**src/rtl/jsr_seq_pkg.sv**
```systemverilog
package jsr_seq_pkg;

  typedef enum logic [2:0] {
    CT_IDLE    = 3'd0,
    CT_OPCODE  = 3'd1,
    CT_OPERAND = 3'd2,
    CT_DUMMY   = 3'd3,
    CT_PUSH    = 3'd4
  } cyc_kind_e;

  typedef enum logic [2:0] {
    SL_NONE,
    SL_OPC,
    SL_TLO,
    SL_THI,
    SL_DUM,
    SL_PSH_H,
    SL_PSH_L
  } slot_e;

  localparam int STEPS  = 6;
  localparam int STEP_W = $clog2(STEPS);

  // Ordering tables: classic puts the high target read last,
  // deferred-push reads both target bytes before any write.
  function automatic slot_e slot_for(input logic alt, input logic [STEP_W-1:0] step);
    slot_e s;
    s = SL_NONE;
    if (!alt) begin
      case (step)
        3'd0: s = SL_OPC;
        3'd1: s = SL_TLO;
        3'd2: s = SL_DUM;
        3'd3: s = SL_PSH_H;
        3'd4: s = SL_PSH_L;
        3'd5: s = SL_THI;
        default: s = SL_NONE;
      endcase
    end else begin
      case (step)
        3'd0: s = SL_OPC;
        3'd1: s = SL_TLO;
        3'd2: s = SL_THI;
        3'd3: s = SL_DUM;
        3'd4: s = SL_PSH_H;
        3'd5: s = SL_PSH_L;
        default: s = SL_NONE;
      endcase
    end
    return s;
  endfunction

  function automatic cyc_kind_e kind_of(input slot_e s);
    cyc_kind_e k;
    case (s)
      SL_OPC:             k = CT_OPCODE;
      SL_TLO, SL_THI:     k = CT_OPERAND;
      SL_DUM:             k = CT_DUMMY;
      SL_PSH_H, SL_PSH_L: k = CT_PUSH;
      default:            k = CT_IDLE;
    endcase
    return k;
  endfunction

endpackage

```
**src/rtl/jsr_seq_step.sv**
```systemverilog
module jsr_seq_step
  import jsr_seq_pkg::*;
(
  input  logic              clk,
  input  logic              rst_n,
  input  logic              start,
  output logic              busy,
  output logic [STEP_W-1:0] step,
  output logic              last,
  output logic              done
);
  localparam logic [STEP_W-1:0] LAST_STEP = STEP_W'(STEPS - 1);

  assign last = busy && (step == LAST_STEP);

  always_ff @(posedge clk or negedge rst_n) begin
    if (!rst_n) begin
      busy <= 1'b0;
      step <= '0;
      done <= 1'b0;
    end else begin
      done <= last;
      if (!busy) begin
        if (start) begin
          busy <= 1'b1;
          step <= '0;
        end
      end else if (last) begin
        busy <= 1'b0;
        step <= '0;
      end else begin
        step <= step + 1'b1;
      end
    end
  end
endmodule

```
**src/rtl/jsr_seq_decode.sv**
```systemverilog
module jsr_seq_decode
  import jsr_seq_pkg::*;
(
  input  logic              busy,
  input  logic              alt,
  input  logic [STEP_W-1:0] step,
  output slot_e             slot,
  output cyc_kind_e         kind
);
  always_comb begin
    slot = busy ? slot_for(alt, step) : SL_NONE;
    kind = kind_of(slot);
  end
endmodule

```
**src/rtl/jsr_seq_datapath.sv**
```systemverilog
module jsr_seq_datapath
  import jsr_seq_pkg::*;
#(
  parameter int                DATA_W     = 8,
  parameter logic [DATA_W-1:0] STACK_PAGE = 8'h01,
  localparam int               ADDR_W     = 2 * DATA_W
) (
  input  logic              clk,
  input  logic              rst_n,
  input  logic              load,
  input  logic [ADDR_W-1:0] load_pc,
  input  logic [DATA_W-1:0] load_sp,
  input  logic              alt,
  input  slot_e             slot,
  input  logic [DATA_W-1:0] rdata,
  output logic [ADDR_W-1:0] addr,
  output logic [DATA_W-1:0] wdata,
  output logic [ADDR_W-1:0] pc,
  output logic [DATA_W-1:0] sp
);
  logic [DATA_W-1:0] tmp_lo, tmp_hi;
  logic              stack_cycle;

  assign stack_cycle = (slot == SL_DUM) || (slot == SL_PSH_H) || (slot == SL_PSH_L);
  assign addr        = stack_cycle ? {STACK_PAGE, sp} : pc;

  always_comb begin
    case (slot)
      SL_PSH_H: wdata = pc[ADDR_W-1:DATA_W];
      SL_PSH_L: wdata = pc[DATA_W-1:0];
      default:  wdata = '0;
    endcase
  end

  always_ff @(posedge clk or negedge rst_n) begin
    if (!rst_n) begin
      pc     <= '0;
      sp     <= '0;
      tmp_lo <= '0;
      tmp_hi <= '0;
    end else if (load) begin
      pc <= load_pc;
      sp <= load_sp;
    end else begin
      case (slot)
        SL_OPC: pc <= pc + 1'b1;
        SL_TLO: begin
          tmp_lo <= rdata;
          pc     <= pc + 1'b1;
        end
        SL_THI: begin
          if (alt) tmp_hi <= rdata;
          else     pc     <= {rdata, tmp_lo};
        end
        SL_PSH_H: sp <= sp - 1'b1;
        SL_PSH_L: begin
          sp <= sp - 1'b1;
          if (alt) pc <= {tmp_hi, tmp_lo};
        end
        default: ;
      endcase
    end
  end
endmodule

```
**src/rtl/jsr_call_seq.sv**
```systemverilog
module jsr_call_seq
  import jsr_seq_pkg::*;
#(
  parameter int                DATA_W     = 8,
  parameter logic [DATA_W-1:0] STACK_PAGE = 8'h01,
  localparam int               ADDR_W     = 2 * DATA_W
) (
  input  logic              clk,
  input  logic              rst_n,
  input  logic              start,
  input  logic [ADDR_W-1:0] start_pc,
  input  logic [DATA_W-1:0] start_sp,
  input  logic              mode_alt,
  input  logic [DATA_W-1:0] rdata,
  output logic [ADDR_W-1:0] addr,
  output logic [DATA_W-1:0] wdata,
  output logic              rw_n,
  output logic [2:0]        cyc_type,
  output logic              busy,
  output logic              done,
  output logic [ADDR_W-1:0] pc_out,
  output logic [DATA_W-1:0] sp_out
);
  logic [STEP_W-1:0] step;
  logic              last;
  logic              mode_q;
  slot_e             slot;
  cyc_kind_e         kind;

  // Named events for the checker
  logic accept_fire, opc_fire, push_fire, oper_fire;
  assign accept_fire = start && !busy;
  assign opc_fire    = (slot == SL_OPC);
  assign push_fire   = (kind == CT_PUSH);
  assign oper_fire   = (kind == CT_OPERAND);

  jsr_seq_step u_step (
    .clk(clk), .rst_n(rst_n), .start(start),
    .busy(busy), .step(step), .last(last), .done(done)
  );

  // Ordering is captured during the opcode cycle only
  always_ff @(posedge clk or negedge rst_n) begin
    if (!rst_n)        mode_q <= 1'b0;
    else if (opc_fire) mode_q <= mode_alt;
  end

  jsr_seq_decode u_dec (
    .busy(busy), .alt(mode_q), .step(step), .slot(slot), .kind(kind)
  );

  jsr_seq_datapath #(.DATA_W(DATA_W), .STACK_PAGE(STACK_PAGE)) u_dp (
    .clk(clk), .rst_n(rst_n),
    .load(accept_fire), .load_pc(start_pc), .load_sp(start_sp),
    .alt(mode_q), .slot(slot), .rdata(rdata),
    .addr(addr), .wdata(wdata), .pc(pc_out), .sp(sp_out)
  );

  assign rw_n     = !push_fire;
  assign cyc_type = kind;
endmodule

```
**config.mk**
```make
export PLATFORM = sky130hd
export DESIGN_NAME = jsr_call_seq
export DESIGN_NICKNAME = d
export VERILOG_FILES = /design/src/rtl/jsr_seq_pkg.sv /design/src/rtl/jsr_seq_step.sv /design/src/rtl/jsr_seq_decode.sv /design/src/rtl/jsr_seq_datapath.sv /design/src/rtl/jsr_call_seq.sv
export SDC_FILE = /design/constraint.sdc
export NUM_CORES = 1
export LEC_CHECK = 0
export CAP_MARGIN = 30
export CORE_ASPECT_RATIO = 0.5
export CORE_MARGIN = 2
export CORE_UTILIZATION = 60
export CTS_BUF_LIST = sky130_fd_sc_hd__clkbuf_8
export CTS_CLUSTER_SIZE = 8
export DETAILED_ROUTE_END_ITERATION = 6
export DONT_BUFFER_PORTS = 1
export MAX_ROUTING_LAYER = met4
export PLACE_DENSITY = 0.82
export RECOVER_POWER = 50
export SYNTH_ARGS = -nofsm -noshare
export SYNTH_HDL_FRONTEND = slang
export SYNTH_SLANG_ARGS = --single-unit
```
**constraint.sdc**
```tcl
create_clock -name clk -period 3 [get_ports clk]
set_input_delay 0.75 -clock clk [delete_from_list [all_inputs] [get_ports clk]]
set_output_delay 0.75 -clock clk [all_outputs]
set_load 0.02 [all_outputs]
```
==> flow_summary.json, run 1 <==
{
  "status": "complete, but fails checks",
  "failed_checks": "negative setup slack",
  "grt_use_total_pct": 36.1,
  "crit_path_cell_trace": "inv_4, ha_4, a21o_1, a221oi_4, buf_6, buf_12, xnor2_4, nor2_2, buf_4",
  "critPathRequiredTime_ns": 2.25,
  "antenna_found_initial": 0,
  "cp_max_fo": 7,
  "synth_cell_type_count": 59,
  "die_h_um": 54.7,
  "vias": 3069,
  "syn_inst": 328,
  "worst-path-buf-inv": 4,
  "final_cells": 425,
  "crit_path_start_kind": "register",
  "nets": 397,
  "hold_viol_final": 0,
  "avgViaCountPerCell": 7.22,
  "path_clk_slew_ns": 0.09,
  "clock-skew-final_ns": 0.00647,
  "drt_iter0_markers": 327,
  "synthMuxAreaShare_pct": 9.04,
  "cp-end-kind": "output pin",
  "cts_buffer_depth": 2,
  "n_antenna_cell": 0,
  "rows": 18,
  "clock_sinks": 46,
  "syn2layout_area_growth_pct": 27.5,
  "htreeDepth": 2,
  "dp.cells": 397,
  "async_flop_share_pct": 100,
  "hold_class": "in2async",
  "cts_tree": "built",
  "postLayoutCoreUtil_pct": 79.8,
  "cp-endpoint": "cyc_type[0]",
  "regArea_mm2": 0.00115,
  "reg2reg_slack_ns": 0.10,
  "clkLatencyLatePin_ns": 0.31,
  "synth_area_mm2": 0.00309,
  "ioPinCount": 90,
  "max_stage_delay_ns": 0.46,
  "criticalPathCategory": "reg2out",
  "fin_tns_setup_ns": -1.37,
  "worstSetupPathDepth": 9,
  "holdBufCountCts": 0,
  "cp_top_family": "compound AO/OA/AOI/OAI gates",
  "synth_area_leaders": "dfrtp_1 37%, mux2_2 8.4%, a21oi_1 4.2%",
  "finalSetupViolCount": 18,
  "synth.top_cell.area_share_pct": 37.3,
  "ys_warn_count": 0,
  "start_util_pct": 62.6,
  "postSynthAreaPerCell_um2": 9.41,
  "max_cap_viol_count": 0,
  "grt_pass1_vias": 2776,
  "post-route-min-period_ns": 3.10,
  "cts_buffers": 5,
  "clock-root-buffer": "clkbuf_8",
  "multi_input_area_mm2": 0.00213,
  "timing.fmax_mhz": 322,
  "wl_mm": 10.7,
  "dr.pass1.iters": 5,
  "fin_crit_sh_pct": 103,
  "slew_violations": 0,
  "crit_slowest_cell": "dfrtp_2",
  "synth_compound_area_share_pct": 23.8,
  "synthAdderAreaFrac_pct": 2.84,
  "synth-edff-count": 0,
  "io_buffers": 0,
  "fillCellCount": 277,
  "core-area_mm2": 0.00493,
  "syn_nets": 371,
  "synth-main-ff-cell": "dfrtp_1",
  "grt_max_degree": 47,
  "wl_per_cell_um": 25.1,
  "max-slew-margin-rel_pct": 51.1,
  "final_layout_size_suffix_gt1_share_pct": 36.3,
  "ant_nets": 0,
  "final_common_cell": "dfrtp_1",
  "worst_pin_slew_ns": 0.734,
  "final_cell_mix": "43 x dfrtp_1, 31 x buf_4, 26 x a21oi_1, 22 x nand2_1, 22 x o21ai_0",
  "rsz0062_at_grt": "yes",
  "place.gp.congestion": 0.883,
  "die_area_mm2": 0.00577,
  "drc": 0,
  "yosysSeqAreaShare_pct": 37.3,
  "r2r_cells": 9,
  "yosysTopAreaCell": "dfrtp_1",
  "synth_seq_cells": 46,
  "setup_slack_ns": -0.104,
  "r2r_start": "u_step.step[1]$_DFFE_PN0P_",
  "synth_top_family_by_area": "compound AO/OA/AOI/OAI gates",
  "overflow": 0,
  "crit_arrival_ns": 2.35,
  "synth-simple-area-share_pct": 16.9,
  "synth-xor-area-share_pct": 5.59,
  "dp_hpwl_mm": 6.08,
  "reg2reg_to": "u_dp.tmp_hi[6]$_DFFE_PN0N_",
  "grt_first_pass_wirelength_mm": 15.0,
  "critical_path.startpoint": "u_step.step[1]$_DFFE_PN0P_",
  "die_w_um": 105
}
state kept, by name (all words and copies together), names as in the netlist:
name         flops
u_dp.sp          8
u_dp.tmp_hi      8
u_step.busy      1
u_dp.pc         16
u_step.done      1
u_step.step      3
u_dp.tmp_lo      8
mode_q           1
worst reg2reg max path: stages (launching register included):
cell and delay, ns:
dfrtp_2 0.46, inv_4 0.07, ha_4 0.19, a21o_1 0.22, a221oi_4 0.38, buf_6 0.22
buf_12 0.13, and4b_1 0.41, nand2_1 0.33, mux2_2 0.38
how the worst min path moves through the flow:
stage / startpoint / end / cells after the start
finish: rst_n / u_dp.pc[7]$_DFFE_PN0P_ / 0
floorplan: rst_n / mode_q$_DFFE_PN0P_ / 0
detailed placement: rst_n / u_dp.sp[6]$_DFFE_PN0P_ / 0
global placement: rst_n / u_dp.sp[5]$_DFFE_PN0P_ / 0
CTS: rst_n / u_dp.sp[2]$_DFFE_PN0P_ / 0
global route: rst_n / u_dp.pc[7]$_DFFE_PN0P_ / 0
final cells by class:
| class | count | area share [%] |
|---|---|---|
| inverters | 8 | 0.890 |
| multi-input cells | 252 | 54.1 |
| flip-flops and latches | 46 | 29.3 |
| well taps | 70 | 2.23 |
| clock inverters | 2 | 1.53 |
| clock buffers | 6 | 2.10 |
| repair buffers | 41 | 9.76 |
logic make-up after synthesis:
group                      Yosys count
buffers and inverters               32
DFF                                 46
adders and majority gates            7
AOI/OAI and AO/OA                  100
muxes                               25
xor gates and xnor gates            18
and+or+nand+nor                    100
cell usage after synthesis, types with 3 or more instances:
| cell | number |
|---|---|
| a21oi_1 | 26 |
| a221o_1 | 6 |
| a22o_1 | 8 |
| and2_1 | 8 |
| and3_1 | 4 |
| and4_1 | 3 |
| buf_2 | 5 |
| clkbuf_1 | 16 |
| dfrtp_1 | 46 |
| ha_1 | 7 |
| inv_1 | 8 |
| mux2_2 | 23 |
| nand2_1 | 23 |
| nand3_1 | 11 |
| nand4_1 | 6 |
| nor2_1 | 22 |
| nor2b_1 | 4 |
| nor3_1 | 5 |
| o211ai_2 | 6 |
| o21ai_0 | 24 |
| o21ai_1 | 4 |
| o2bb2ai_1 | 3 |
| xnor2_1 | 8 |
| xor2_1 | 8 |
routing by layer:
metal  track usage [%]  up-vias  share of wire, %
met4              9.56        0               3.3
met3              10.7       55                12
met2              60.9      263                48
li1                  -     1265                 -
met1              43.7     1486                37
met5                 -        -                 0
timing repair:
action | 4_1_cts | 5_1_grt
cloned | 2 | 0
resized for setup | 46 | 29
endpoints found under the setup margin | 28 | 31
endpoints found under the hold margin | 0 | 0
pin swaps | 16 | 7
setup buffers | 10 | 10
metrics by stage:
stage	setup slack, ns	instance area, um2	hold slack, ns
2_1_floorplan	-0.0532	3090	0.454
3_3_place_gp	0.0700	3260	0.456
3_5_place_dp	-0.0439	3260	0.456
4_1_cts	-0.0650	3730	0.116
5_1_grt	-0.162	3940	0.106
6_report	-0.104	3940	0.118
Power of run 1 is left out: the tool's default activity adds up to more than one toggle a clock period on the data nets, which glitch-free logic cannot reach.
==> run 2: changes to the inputs <==
GPL_TIMING_DRIVEN = 0   (was not set)
RECOVER_POWER = not set   (was 50)
==> flow_summary.json, run 2 (synthesized netlist as in run 1, its figures left out) <==
{
  "fillCellCount": 266,
  "critPathRequiredTime_ns": 2.25,
  "criticalPathCategory": "reg2out",
  "slew_violations": 0,
  "cp-endpoint": "addr[6]",
  "vias": 3012,
  "path_clk_slew_ns": 0.10,
  "grt_use_total_pct": 37.4,
  "clkLatencyLatePin_ns": 0.32,
  "hold_ws_ns": 0.113,
  "cp-end-kind": "output pin",
  "post-route-min-period_ns": 3.17,
  "fin_crit_sh_pct": 106,
  "max-slew-margin-rel_pct": 57.1,
  "wl_per_cell_um": 24.0,
  "status": "complete, but fails checks",
  "dr.pass1.iters": 7,
  "syn2layout_area_growth_pct": 29.9,
  "grt_first_pass_wirelength_mm": 15.3,
  "r2r_cells": 14,
  "clock_sinks": 46,
  "failed_checks": "negative setup slack",
  "n_antenna_cell": 0,
  "hold_class": "in2async",
  "core-area_mm2": 0.00493,
  "postLayoutCoreUtil_pct": 81.3,
  "final_layout_size_suffix_gt1_share_pct": 33.4,
  "finalSetupViolCount": 27,
  "overflow": 0,
  "cp_max_fo": 5,
  "timing.fmax_mhz": 316,
  "grt_pass1_vias": 2826,
  "drt_iter0_markers": 250,
  "wl_mm": 10.4,
  "r2r_start": "u_step.step[0]$_DFFE_PN0P_",
  "cts_buffers": 5,
  "antenna_found_initial": 0,
  "setup_slack_ns": -0.166,
  "rsz0062_at_grt": "yes",
  "rows": 18,
  "worst_pin_slew_ns": 0.643,
  "start_util_pct": 62.6,
  "top_register": "u_dp.pc",
  "place_ws_ns": -0.588,
  "final_cell_mix": "44 x dfrtp_1, 26 x a21oi_1, 22 x o21ai_0, 21 x nand2_1, 21 x nor2_1",
  "die_h_um": 54.7,
  "drc": 0,
  "reg2reg_slack_ns": 0.11,
  "stdcell_area_mm2": 0.00401,
  "largest_register_ffs": 16,
  "avgViaCountPerCell": 6.97,
  "hold_viol_final": 0,
  "dp_hpwl_mm": 6.13,
  "crit_arrival_ns": 2.42,
  "max_cap_viol_count": 0,
  "grt_max_degree": 47,
  "cts_tree": "built",
  "cts_buffer_depth": 2,
  "die_area_mm2": 0.00577,
  "htreeDepth": 2,
  "place.gp.congestion": 0.932,
  "die_w_um": 105,
  "nets": 404,
  "crit_path_start_kind": "register",
  "final_common_cell": "dfrtp_1",
  "ant_nets": 0,
  "io_buffers": 0,
  "clock-skew-final_ns": 0.00967,
  "critical_path.startpoint": "u_step.step[0]$_DFFE_PN0P_",
  "place_area_mm2": 0.00319,
  "reg2reg_to": "u_dp.pc[14]$_DFFE_PN0P_",
  "ioPinCount": 90,
  "clock-root-buffer": "clkbuf_8"
}
-- run 2: cell types whose count changed in the layout (fill, tap and decap cells not counted), moves of 2 or more --
cell      change
buf_8         +2
buf_12        +3
clkbuf_1     +13
buf_2         +4
buf_4        -18
o21ai_1       -2
-- run 2: worst min-delay path by stage --
stage / from / endpoint / slack [ns] / cells after the start
floorplan: rst_n / mode_q$_DFFE_PN0P_ / 0.45 / 0
global placement: rst_n / u_dp.sp[5]$_DFFE_PN0P_ / 0.46 / 0
detailed placement: rst_n / u_dp.sp[6]$_DFFE_PN0P_ / 0.46 / 0
CTS: rst_n / u_dp.sp[7]$_DFFE_PN0P_ / 0.12 / 0
global route: rst_n / u_dp.pc[13]$_DFFE_PN0P_ / 0.1 / 0
finish: rst_n / u_dp.sp[0]$_DFFE_PN0P_ / 0.11 / 0
-- run 2: layout make-up --
cell class | count | area (um2) | area share, %
Buffer | 22 | 128 | 3.18
Clock buffer | 5 | 68.8 | 1.72
Clock inverter | 3 | 68.8 | 1.72
Inverter | 8 | 37.5 | 0.936
Multi-Input combinational cell | 251 | 2120 | 53.0
Sequential cell | 46 | 1150 | 28.8
Tap cell | 70 | 87.6 | 2.18
Timing Repair Buffer | 27 | 340 | 8.49
-- run 2: worst max-delay path: stages (launching register included) --
cell and delay [ns]:
dfrtp_2 0.49, ha_4 0.20, ha_4 0.16, o21ba_4 0.21, o311ai_4 0.30, buf_12 0.17, o21ai_4 0.09, buf_12 0.15
mux2_4 0.33
-- run 2: layer usage --
layer / GRT usage (%) / vias to the layer above / share of wire (%)
met3: 10.7 / 42 / 13
met4: 10.0 / 0 / 2.3
met2: 65.2 / 213 / 48
li1: - / 1269 / -
met5: - / - / 0
met1: 44.0 / 1488 / 37
-- run 2: repair_timing --
action                                  4_1_cts  5_1_grt
pin swaps                                    13        9
gates resized for setup                      75       14
hold buffers                                  0        0
gates cloned                                  3        0
endpoints found under the setup margin       28       27
endpoints found under the hold margin         0        0
setup buffers                                19        8
-- run 2: stage by stage --
step,TNS (ns),std cells
CTS,-2.18,427
global placement,-8.59,398
detailed placement,-10.73,399
floorplan,-0.446,328
global route,-4.16,432
finish,-2.64,432
Power of run 2 is left out for the same reason.
==> run 3: changes to the inputs <==
--- a/config.mk
+++ b/config.mk
@@ -9,5 +9,5 @@
 export CORE_ASPECT_RATIO = 0.5
 export CORE_MARGIN = 2
-export CORE_UTILIZATION = 60
+export CORE_UTILIZATION = 50
 export CTS_BUF_LIST = sky130_fd_sc_hd__clkbuf_8
 export CTS_CLUSTER_SIZE = 8
@@ -16,5 +16,5 @@
 export GPL_TIMING_DRIVEN = 0
 export MAX_ROUTING_LAYER = met4
-export PLACE_DENSITY = 0.82
+export PLACE_DENSITY = 0.71
 export SYNTH_ARGS = -nofsm -noshare
 export SYNTH_HDL_FRONTEND = slang
==> constraint.sdc (replaced) <==
create_clock -name clk -period 3 [get_ports clk]
set_input_delay 0.75 -clock clk [delete_from_list [all_inputs] [get_ports clk]]
set_output_delay 0.75 -clock clk [all_outputs]
set_load 0.1 [all_outputs]
==> flow_summary.json, run 3 (synthesized netlist as in run 1, its figures left out) <==
{
  "post-route-min-period_ns": 3.43,
  "failed_checks": "negative setup slack",
  "crit_path_start_kind": "register",
  "final_common_cell": "dfrtp_1",
  "die_h_um": 59.6,
  "io_buffers": 0,
  "r2r_start": "u_step.step[1]$_DFFE_PN0P_",
  "worst_pin_slew_ns": 1.01,
  "die_w_um": 115,
  "start_util_pct": 51.4,
  "grt_max_degree": 47,
  "ant_nets": 0,
  "cts_buffer_depth": 2,
  "nets": 417,
  "grt_first_pass_wirelength_mm": 14.9,
  "syn2layout_area_growth_pct": 35.2,
  "n_antenna_cell": 0,
  "fin_crit_sh_pct": 114,
  "clock-skew-final_ns": 0.00701,
  "max_stage_delay_ns": 0.59,
  "fillCellCount": 439,
  "cts_buffers": 5,
  "cts_tree": "built",
  "reg2reg_to": "u_dp.pc[7]$_DFFE_PN0P_",
  "wl_per_cell_um": 21.6,
  "critPathRequiredTime_ns": 2.25,
  "overflow": 0,
  "wl_mm": 9.75,
  "status": "complete, but fails checks",
  "rsz0062_at_grt": "yes",
  "critical_path.most_common_cell": "clkbuf_8",
  "holdBufCountCts": 0,
  "stdcell_area_mm2": 0.00417,
  "vias": 2859,
  "cp-end-kind": "output pin",
  "setup_slack_ns": -0.431,
  "cp_max_fo": 7,
  "top_register": "u_dp.pc",
  "grt_pass1_vias": 2763,
  "cp_top_family": "compound AO/OA/AOI/OAI gates",
  "rows": 20,
  "place.gp.congestion": 0.942,
  "crit_arrival_ns": 2.68,
  "clkLatencyLatePin_ns": 0.32,
  "crit_path_cell_trace": "inv_2, ha_2, clkbuf_8, a21o_1, a221oi_4, nor2b_1, clkbuf_8, o21ai_4, clkbuf_8, o21ai_4",
  "largest_register_ffs": 16,
  "criticalPathCategory": "reg2out",
  "clock_sinks": 46,
  "htreeDepth": 2,
  "place_area_mm2": 0.00372,
  "drt_iter0_markers": 166,
  "antenna_found_initial": 0,
  "die_area_mm2": 0.00686,
  "crit_slowest_cell": "o21ai_4",
  "worst-path-buf-inv": 4,
  "max_cap_viol_count": 0,
  "final_layout_size_suffix_gt1_share_pct": 36.5,
  "dp_hpwl_mm": 6.90,
  "max-slew-margin-rel_pct": 32.4,
  "dr.pass1.iters": 4,
  "hold_class": "in2async",
  "core-area_mm2": 0.00601,
  "drc": 0,
  "clock-root-buffer": "clkbuf_8",
  "ioPinCount": 90,
  "avgViaCountPerCell": 6.33,
  "timing.fmax_mhz": 291,
  "reg2reg_slack_ns": 0.13,
  "r2r_cells": 14,
  "path_clk_slew_ns": 0.09,
  "finalSetupViolCount": 28,
  "fin_tns_setup_ns": -10.20,
  "final_cell_mix": "43 x dfrtp_1, 26 x a21oi_1, 22 x o21ai_0, 21 x nor2_1, 19 x nand2_1",
  "slew_violations": 0,
  "hold_viol_final": 0,
  "grt_use_total_pct": 30.1
}
run 3: changes by cell type in the layout (fill, tap and decap cells not counted), moves of 3 or more:
| cell | delta |
|---|---|
| buf_4 | +5 |
| buf_8 | -3 |
| buf_12 | -6 |
| buf_6 | +8 |
| clkbuf_8 | +3 |
| buf_16 | +9 |
run 3: worst max path at each step:
stage                          startpoint                      to  slack, ns  cells after the start
3_3_place_gp        u_step.busy$_DFF_PN0_  u_dp.pc[7]$_DFFE_PN0P_      -0.56                      6
6_report       u_step.step[1]$_DFFE_PN0P_                 addr[1]      -0.43                     10
5_1_grt        u_step.step[0]$_DFFE_PN0P_                 addr[1]      -0.50                     10
2_1_floorplan  u_step.step[0]$_DFFE_PN0P_                 addr[8]      -0.12                      9
4_1_cts        u_step.step[1]$_DFFE_PN0P_             cyc_type[2]      -0.40                      8
3_5_place_dp   u_step.step[0]$_DFFE_PN0P_                 addr[0]      -0.42                     11
run 3: metal layers:
layer / vias to the layer above / GRT usage, % / routed length (um)
met3: 19 / 7.98 / 825
met4: 0 / 9.12 / 205
met5: - / - / 0
li1: 1294 / - / -
met2: 110 / 47.4 / 4570
met1: 1436 / 38.5 / 4150
run 3: layout make-up:
| cell class | count | area (um2) | share of cell area, % |
|---|---|---|---|
| multi-input cells | 250 | 2110 | 50.5 |
| flip-flops and latches | 46 | 1150 | 27.7 |
| repair buffers | 40 | 552 | 13.2 |
| plain buffers | 23 | 141 | 3.39 |
| well taps | 77 | 96.3 | 2.31 |
| clock buffers | 5 | 68.8 | 1.65 |
| inverters | 8 | 36.3 | 0.870 |
| clock inverters | 3 | 17.5 | 0.420 |
run 3: timing repair:
item                                    in CTS  in global routing
cloned                                       1                  0
resized for setup                           33                  5
pin swaps                                   11                  4
endpoints found under the setup margin      39                 36
setup buffers                               19                  4
run 3: through the flow:
stage               worst slack [ns]  utilization [%]  std cells  hold slack [ns]
floorplan                     -0.118                -        328            0.454
global placement              -0.562             57.0        405            0.456
detailed placement            -0.422             61.9        418            0.456
CTS                           -0.403             68.2        445            0.108
global route                  -0.496             69.5        452           0.0992
finish                        -0.431             69.5        452            0.113
Power of run 3 is left out for the same reason.
